[src/rtl/fma_nan_pkg.sv]
package fma_nan_pkg;

   typedef enum logic [1:0] {
      CH_A    = 2'd0,
      CH_B    = 2'd1,
      CH_C    = 2'd2,
      CH_DFLT = 2'd3
   } nan_choice_e;

   typedef enum logic [1:0] {
      POL_C_FIRST   = 2'd0,
      POL_A_FIRST   = 2'd1,
      POL_A_THEN_C  = 2'd2,
      POL_SPARE     = 2'd3
   } nan_policy_e;

   typedef struct packed {
      logic is_nan;
      logic is_snan;
      logic is_qnan;
   } nan_class_t;

endpackage

[src/rtl/fnan_classify.sv]
module fnan_classify
   import fma_nan_pkg::*;
#(
   parameter int FLEN   = 64,
   parameter int SP_EXP = 8,
   parameter int SP_MAN = 23,
   parameter int DP_EXP = 11,
   parameter int DP_MAN = 52
) (
   input  logic [FLEN-1:0] word,
   input  logic            fmt_dbl,
   output nan_class_t      cls
);
   localparam int SP_W = 1 + SP_EXP + SP_MAN;
   localparam int DP_W = 1 + DP_EXP + DP_MAN;

   logic sp_exp_ones, dp_exp_ones, sp_frac_nz, dp_frac_nz, sp_q, dp_q;
   logic exp_ones, frac_nz, qbit;

   assign sp_exp_ones = &word[SP_W-2:SP_MAN];
   assign dp_exp_ones = &word[DP_W-2:DP_MAN];
   assign sp_frac_nz  = |word[SP_MAN-1:0];
   assign dp_frac_nz  = |word[DP_MAN-1:0];
   assign sp_q        = word[SP_MAN-1];
   assign dp_q        = word[DP_MAN-1];

   assign exp_ones = fmt_dbl ? dp_exp_ones : sp_exp_ones;
   assign frac_nz  = fmt_dbl ? dp_frac_nz  : sp_frac_nz;
   assign qbit     = fmt_dbl ? dp_q        : sp_q;

   always_comb begin
      cls.is_nan  = exp_ones & frac_nz;
      cls.is_qnan = exp_ones & qbit;
      cls.is_snan = exp_ones & frac_nz & ~qbit;
   end
endmodule

[src/rtl/fnan_priority.sv]
module fnan_priority
   import fma_nan_pkg::*;
(
   input  nan_class_t  cls_a,
   input  nan_class_t  cls_b,
   input  nan_class_t  cls_c,
   input  logic        inf_zero,
   input  nan_policy_e policy,
   output nan_choice_e choice,
   output logic        iz_invalid
);
   always_comb begin
      choice     = CH_B;
      iz_invalid = 1'b0;
      unique case (policy)
         POL_A_FIRST: begin
            if (inf_zero) begin
               choice     = CH_DFLT;
               iz_invalid = 1'b1;
            end
            else if (cls_a.is_snan) choice = CH_A;
            else if (cls_b.is_snan) choice = CH_B;
            else if (cls_c.is_snan) choice = CH_C;
            else if (cls_a.is_qnan) choice = CH_A;
            else if (cls_b.is_qnan) choice = CH_B;
            else                    choice = CH_C;
         end
         POL_A_THEN_C: begin
            if (inf_zero) begin
               choice     = CH_C;
               iz_invalid = 1'b1;
            end
            else if (cls_a.is_nan) choice = CH_A;
            else if (cls_c.is_nan) choice = CH_C;
            else                   choice = CH_B;
         end
         POL_C_FIRST, POL_SPARE: begin
            if (inf_zero && cls_c.is_qnan) begin
               choice     = CH_DFLT;
               iz_invalid = 1'b1;
            end
            else if (cls_c.is_snan) choice = CH_C;
            else if (cls_a.is_snan) choice = CH_A;
            else if (cls_b.is_snan) choice = CH_B;
            else if (cls_c.is_qnan) choice = CH_C;
            else if (cls_a.is_qnan) choice = CH_A;
            else                    choice = CH_B;
         end
         default: choice = CH_B;
      endcase
   end
endmodule

[src/rtl/fnan_quieten.sv]
module fnan_quieten #(
   parameter int FLEN   = 64,
   parameter int SP_EXP = 8,
   parameter int SP_MAN = 23,
   parameter int DP_EXP = 11,
   parameter int DP_MAN = 52
) (
   input  logic [FLEN-1:0] word,
   input  logic            fmt_dbl,
   output logic [FLEN-1:0] quiet_word,
   output logic [FLEN-1:0] dflt_word
);
   localparam int SP_W = 1 + SP_EXP + SP_MAN;
   localparam int DP_W = 1 + DP_EXP + DP_MAN;
   localparam logic [FLEN-1:0] SP_MASK = {FLEN{1'b1}} >> (FLEN - SP_W);
   localparam logic [FLEN-1:0] DP_MASK = {FLEN{1'b1}} >> (FLEN - DP_W);
   localparam logic [FLEN-1:0] SP_QB   = FLEN'(1) << (SP_MAN - 1);
   localparam logic [FLEN-1:0] DP_QB   = FLEN'(1) << (DP_MAN - 1);
   localparam logic [FLEN-1:0] SP_EXPM = (SP_MASK >> (SP_MAN + 1)) << SP_MAN;
   localparam logic [FLEN-1:0] DP_EXPM = (DP_MASK >> (DP_MAN + 1)) << DP_MAN;

   assign quiet_word = fmt_dbl ? ((word & DP_MASK) | DP_QB)
                               : ((word & SP_MASK) | SP_QB);
   assign dflt_word  = fmt_dbl ? (DP_EXPM | DP_QB) : (SP_EXPM | SP_QB);
endmodule

[src/rtl/fma_nan_sel.sv]
module fma_nan_sel
   import fma_nan_pkg::*;
#(
   parameter int FLEN   = 64,
   parameter int SP_EXP = 8,
   parameter int SP_MAN = 23,
   parameter int DP_EXP = 11,
   parameter int DP_MAN = 52
) (
   input  logic            clk,
   input  logic            rst_n,
   input  logic [FLEN-1:0] op_a,
   input  logic [FLEN-1:0] op_b,
   input  logic [FLEN-1:0] op_c,
   input  logic            prod_inf_zero,
   input  logic [1:0]      policy_sel,
   input  logic            fmt_dbl,
   input  logic            dflt_mode,
   output logic [1:0]      pick_code,
   output logic [FLEN-1:0] nan_result,
   output logic            invalid_flag
);
   localparam int NOPS = 3;
   localparam int SP_W = 1 + SP_EXP + SP_MAN;
   localparam int DP_W = 1 + DP_EXP + DP_MAN;

   if (DP_W > FLEN || SP_W > DP_W || SP_MAN < 2 || DP_MAN < 2) begin : g_bad_cfg
      initial $fatal(1, "fma_nan_sel: inconsistent format parameters");
   end

   logic [FLEN-1:0] ops [NOPS];
   nan_class_t      cls [NOPS];

   assign ops[0] = op_a;
   assign ops[1] = op_b;
   assign ops[2] = op_c;

   for (genvar g = 0; g < NOPS; g++) begin : g_cls
      fnan_classify #(
         .FLEN(FLEN), .SP_EXP(SP_EXP), .SP_MAN(SP_MAN),
         .DP_EXP(DP_EXP), .DP_MAN(DP_MAN)
      ) u_cls (
         .word    (ops[g]),
         .fmt_dbl (fmt_dbl),
         .cls     (cls[g])
      );
   end

   nan_choice_e     choice;
   logic            iz_invalid;
   logic            snan_seen;
   logic [FLEN-1:0] sel_word, quiet_word, dflt_word, result_nx;

   fnan_priority u_pri (
      .cls_a      (cls[0]),
      .cls_b      (cls[1]),
      .cls_c      (cls[2]),
      .inf_zero   (prod_inf_zero),
      .policy     (nan_policy_e'(policy_sel)),
      .choice     (choice),
      .iz_invalid (iz_invalid)
   );

   always_comb begin
      snan_seen = 1'b0;
      for (int i = 0; i < NOPS; i++) snan_seen |= cls[i].is_snan;
   end

   always_comb begin
      unique case (choice)
         CH_A:    sel_word = op_a;
         CH_B:    sel_word = op_b;
         default: sel_word = op_c;
      endcase
   end

   fnan_quieten #(
      .FLEN(FLEN), .SP_EXP(SP_EXP), .SP_MAN(SP_MAN),
      .DP_EXP(DP_EXP), .DP_MAN(DP_MAN)
   ) u_qt (
      .word       (sel_word),
      .fmt_dbl    (fmt_dbl),
      .quiet_word (quiet_word),
      .dflt_word  (dflt_word)
   );

   assign result_nx = (dflt_mode || choice == CH_DFLT) ? dflt_word : quiet_word;

   always_ff @(posedge clk or negedge rst_n) begin
      if (!rst_n) begin
         pick_code    <= '0;
         nan_result   <= '0;
         invalid_flag <= 1'b0;
      end else begin
         pick_code    <= choice;
         nan_result   <= result_nx;
         invalid_flag <= snan_seen | iz_invalid;
      end
   end
endmodule

[config.mk]
export PLATFORM = sky130hd
export DESIGN_NAME = fma_nan_sel
export DESIGN_NICKNAME = d
export VERILOG_FILES = /design/src/rtl/fma_nan_pkg.sv /design/src/rtl/fnan_classify.sv /design/src/rtl/fnan_priority.sv /design/src/rtl/fnan_quieten.sv /design/src/rtl/fma_nan_sel.sv
export SDC_FILE = /design/constraint.sdc
export NUM_CORES = 1
export LEC_CHECK = 0
export BUFFER_PORTS_ARGS = -buffer_cell sky130_fd_sc_hd__buf_2
export CAP_MARGIN = 25
export CORE_UTILIZATION = 48
export DETAILED_ROUTE_END_ITERATION = 10
export PLACE_DENSITY = 0.83
export SLEW_MARGIN = 0
export SYNTH_ARGS = -nofsm -noshare
export SYNTH_HDL_FRONTEND = slang
export SYNTH_HIERARCHICAL = 1
export SYNTH_SLANG_ARGS = --single-unit
[constraint.sdc]
create_clock -name clk -period 0.8 [get_ports clk]
set_clock_uncertainty 0.05 [all_clocks]
set_input_delay 0 -clock clk [delete_from_list [all_inputs] [get_ports clk]]
set_output_delay 0 -clock clk [all_outputs]
set_load 0.1 [all_outputs]
==> run summary <==
After clock tree synthesis, the clock-pin slew on the worst setup and hold paths is 0.06 ns. The register share of total power came out at 0.228. The run finished, with violations left.

The tools report the remaining design rule violation count as 0. The first-pass GRT wire length is 34800 um, and the number of synthesis warnings is 6. The tools report the total via count in the routed design as 7066. The nature of the critical path endpoint is a flip-flop.

The post-route fraction of the period consumed by the critical path works out to 4.22. The total count of hold-check failures in the final report was 2. Class of the most critical setup path: in -> reg. Entering global routing, the biggest net connects 40 pins. The slowest stage of the critical path is the mux2i_1 cell.

For the final hold slack, the log shows -0.00134 ns. The core region area came out at 11000 sq um. The run gives -2.29 ns as the post-placement setup slack. At the end of routability-driven placement, the weighted congestion stood at 0.964.

Buffers inserted during clock tree synthesis total 9. The tree built by TritonCTS fans out to 67 sinks. Worst voltage drop across the vdd grid: 1.34 mV. Die area: 11900 sq um. TritonCTS built the clock tree.

The routed design could run at a clock period as short as 3.38 ns. Once detail routing completed, the nets flagged for antenna violations numbered 0. The logs give 0.394 for the global routing usage summed across all routing layers and 6513 for the via count of the first global-routing pass. STA puts the critical path data required time at 0.96 ns. STA classifies the critical path startpoint as an input pin. Derived from the worst setup path, the maximum achievable clock frequency is 296 MHz. The post-route core utilization is 0.936. Before antenna repair, the detailed router went through 7 iterations. The detailed-route wire length per cell is 28.3 um. The layout net count was 1137; the power per cell area was 1810 nW/um^2.

The initialized floorplan defines 38 standard-cell rows. Setup violations remaining at the end of the flow were counted as 134. The number of pins with negative max-slew slack in the final report was 0; the maximum fanout count along the critical path was 13.

Synthesized area per cell: 9.12 sq um. The tools report the worst-case headroom to the max-slew limit as 0.658. The tool flagged a number of max-cap violations equal to 0.

The fraction of power spent switching nets works out to 0.425. The chip width came out at 109 um. The total overflow left after global routing is 0. At the pin with the least slew margin, the transition time is 0.498 ns. The critical path's most frequent cell was buf_12. The combinational group share of total power is 0.548. The signal on the critical path passes through buf_8 -> nor4_4 -> nand4_1 -> o21ai_2 -> a21oi_2 -> nor4b_4 -> a311oi_2 -> buf_4 -> o2bb2ai_4 -> buf_12 -> buf_12 -> mux2i_1 -> o21ai_1 -> and2_1 -> mux2_2. The logs give 30600 um for the final wirelength and 8320 sq um for the placed cell area.

The design internal power came out at 10.7 mW. Relative to the synthesized area, the layout overhead comes to 86.9%. The run gives -2.58 ns as the final worst slack. The clock tree buffer depth was 2. The checks that failed: hold timing, setup timing.

DRC marker count from the first detailed-route iteration: 971. The starting density of the core is 0.501. On the worst path, the slowest cell contributes a delay of 0.48 ns. The static leakage is 4.76 nW. From bottom edge to top edge, the die measures 109 um. The share of final-layout standard cells stronger than drive strength 1 came out at 0.702. The post-synth design cell area was 5500 sq um. The run gives 18.6 mW as the post-layout total power. Setup repair after global routing could not meet its margin everywhere. The tools report the number of antenna violations at the first check in global routing as 2. The number of buffer cells added on primary ports was 265.

The logs give 3 for the number of levels in the clock H-tree and 7.92 mW for the net switching power. Number of fillers in the final layout: 320. The tools report the clock power share as 0.224. The path class of the tightest hold or removal check is in -> reg.

Detailed placement finished with a half-perimeter wire length of 14200 um. The run gives 10300 sq um as the final cell area excluding filler cells. The cell sitting at the root of the clock tree is a clkbuf_16. The I/O pin count is 266. After detailed routing, the number of vias per cell comes to 6.52.

Critical path data arrival time: 3.54 ns. After technology mapping, the gate count stands at 603.
==> cells in the final DEF (no fill, tap or decap), types with 14 or more instances in the layout <==
cell     instances
conb_1          43
o21ai_2         21
mux2i_1         41
o21ai_0         14
mux2_2          25
nand2_1         55
buf_4           97
buf_12          84
nand4_1         18
buf_6           26
and2_1          30
o21ai_1         32
dfrtp_2         66
buf_2          179
mux2_4          42
==> worst paths after layout <==
kind,from,to,slack (ns),cells after the start
max,op_c[47],nan_result[57]$_DFF_PN0_,-2.58,15
min,op_c[14],nan_result[14]$_DFF_PN0_,-0.001,4
max in group asynchronous,rst_n,nan_result[28]$_DFF_PN0_,0.08,3
min in group asynchronous,rst_n,nan_result[52]$_DFF_PN0_,0.20,3
==> flip-flops by register name (all words and copies together), names as in the netlist <==
name and flops:
invalid_flag 1, nan_result 64, pick_code 2
==> area by class of cell <==
cell class / count / area, sq um / area share
tap: 140 / 175 / 0.0170
clock inverter: 5 / 52.6 / 0.00511
timing repair buffer: 405 / 4070 / 0.396
sequential: 67 / 1760 / 0.171
clock buffer: 11 / 243 / 0.0236
inverter: 5 / 18.8 / 0.00183
antenna: 2 / 5.00 / 0.000487
multi-input combinational: 448 / 3960 / 0.385
==> per-layer routing <==
layer,up-vias,GRT usage,wire [um]
met3,335,0.0962,3470
met2,782,0.673,14000
met1,3256,0.428,9800
met4,2,0.269,3220
li1,2691,-,-
met5,-,0,61
==> power by group through the flow <==
stage	combinational, mW	sequential (mW)	clock, mW
floorplan	2.23	6.96	0
global placement	7.82	4.25	0
detailed placement	7.94	4.27	0
CTS	9.16	4.21	4.05
global route	10.4	4.27	4.35
finish	10.2	4.25	4.18
==> per-stage QoR <==
| step | std cells | TNS, ns |
|---|---|---|
| after global placement | 1026 | -142.08 |
| after detailed placement | 1026 | -144.81 |
| final | 1083 | -151.71 |
| after global routing | 1082 | -152.92 |
| after CTS | 1074 | -121.60 |
| after floorplan | 645 | -104.40 |
==> worst max-delay path, delay by kind of cell <==
kind            cells  cell delay, ns
simple gates        4            1.26
buf+inv             4            0.57
compound gates      5            0.92
mux                 2            0.78
==> timing repair <==
item	CTS	global route
hold buffers	1	0
buffers inserted	18	10
resized for setup	185	101
endpoints found under the setup margin	134	134
endpoints found under the hold margin	73	0
pin swaps	46	27
cloned	15	3
No activity file was read; power rests on OpenSTA's default activity.
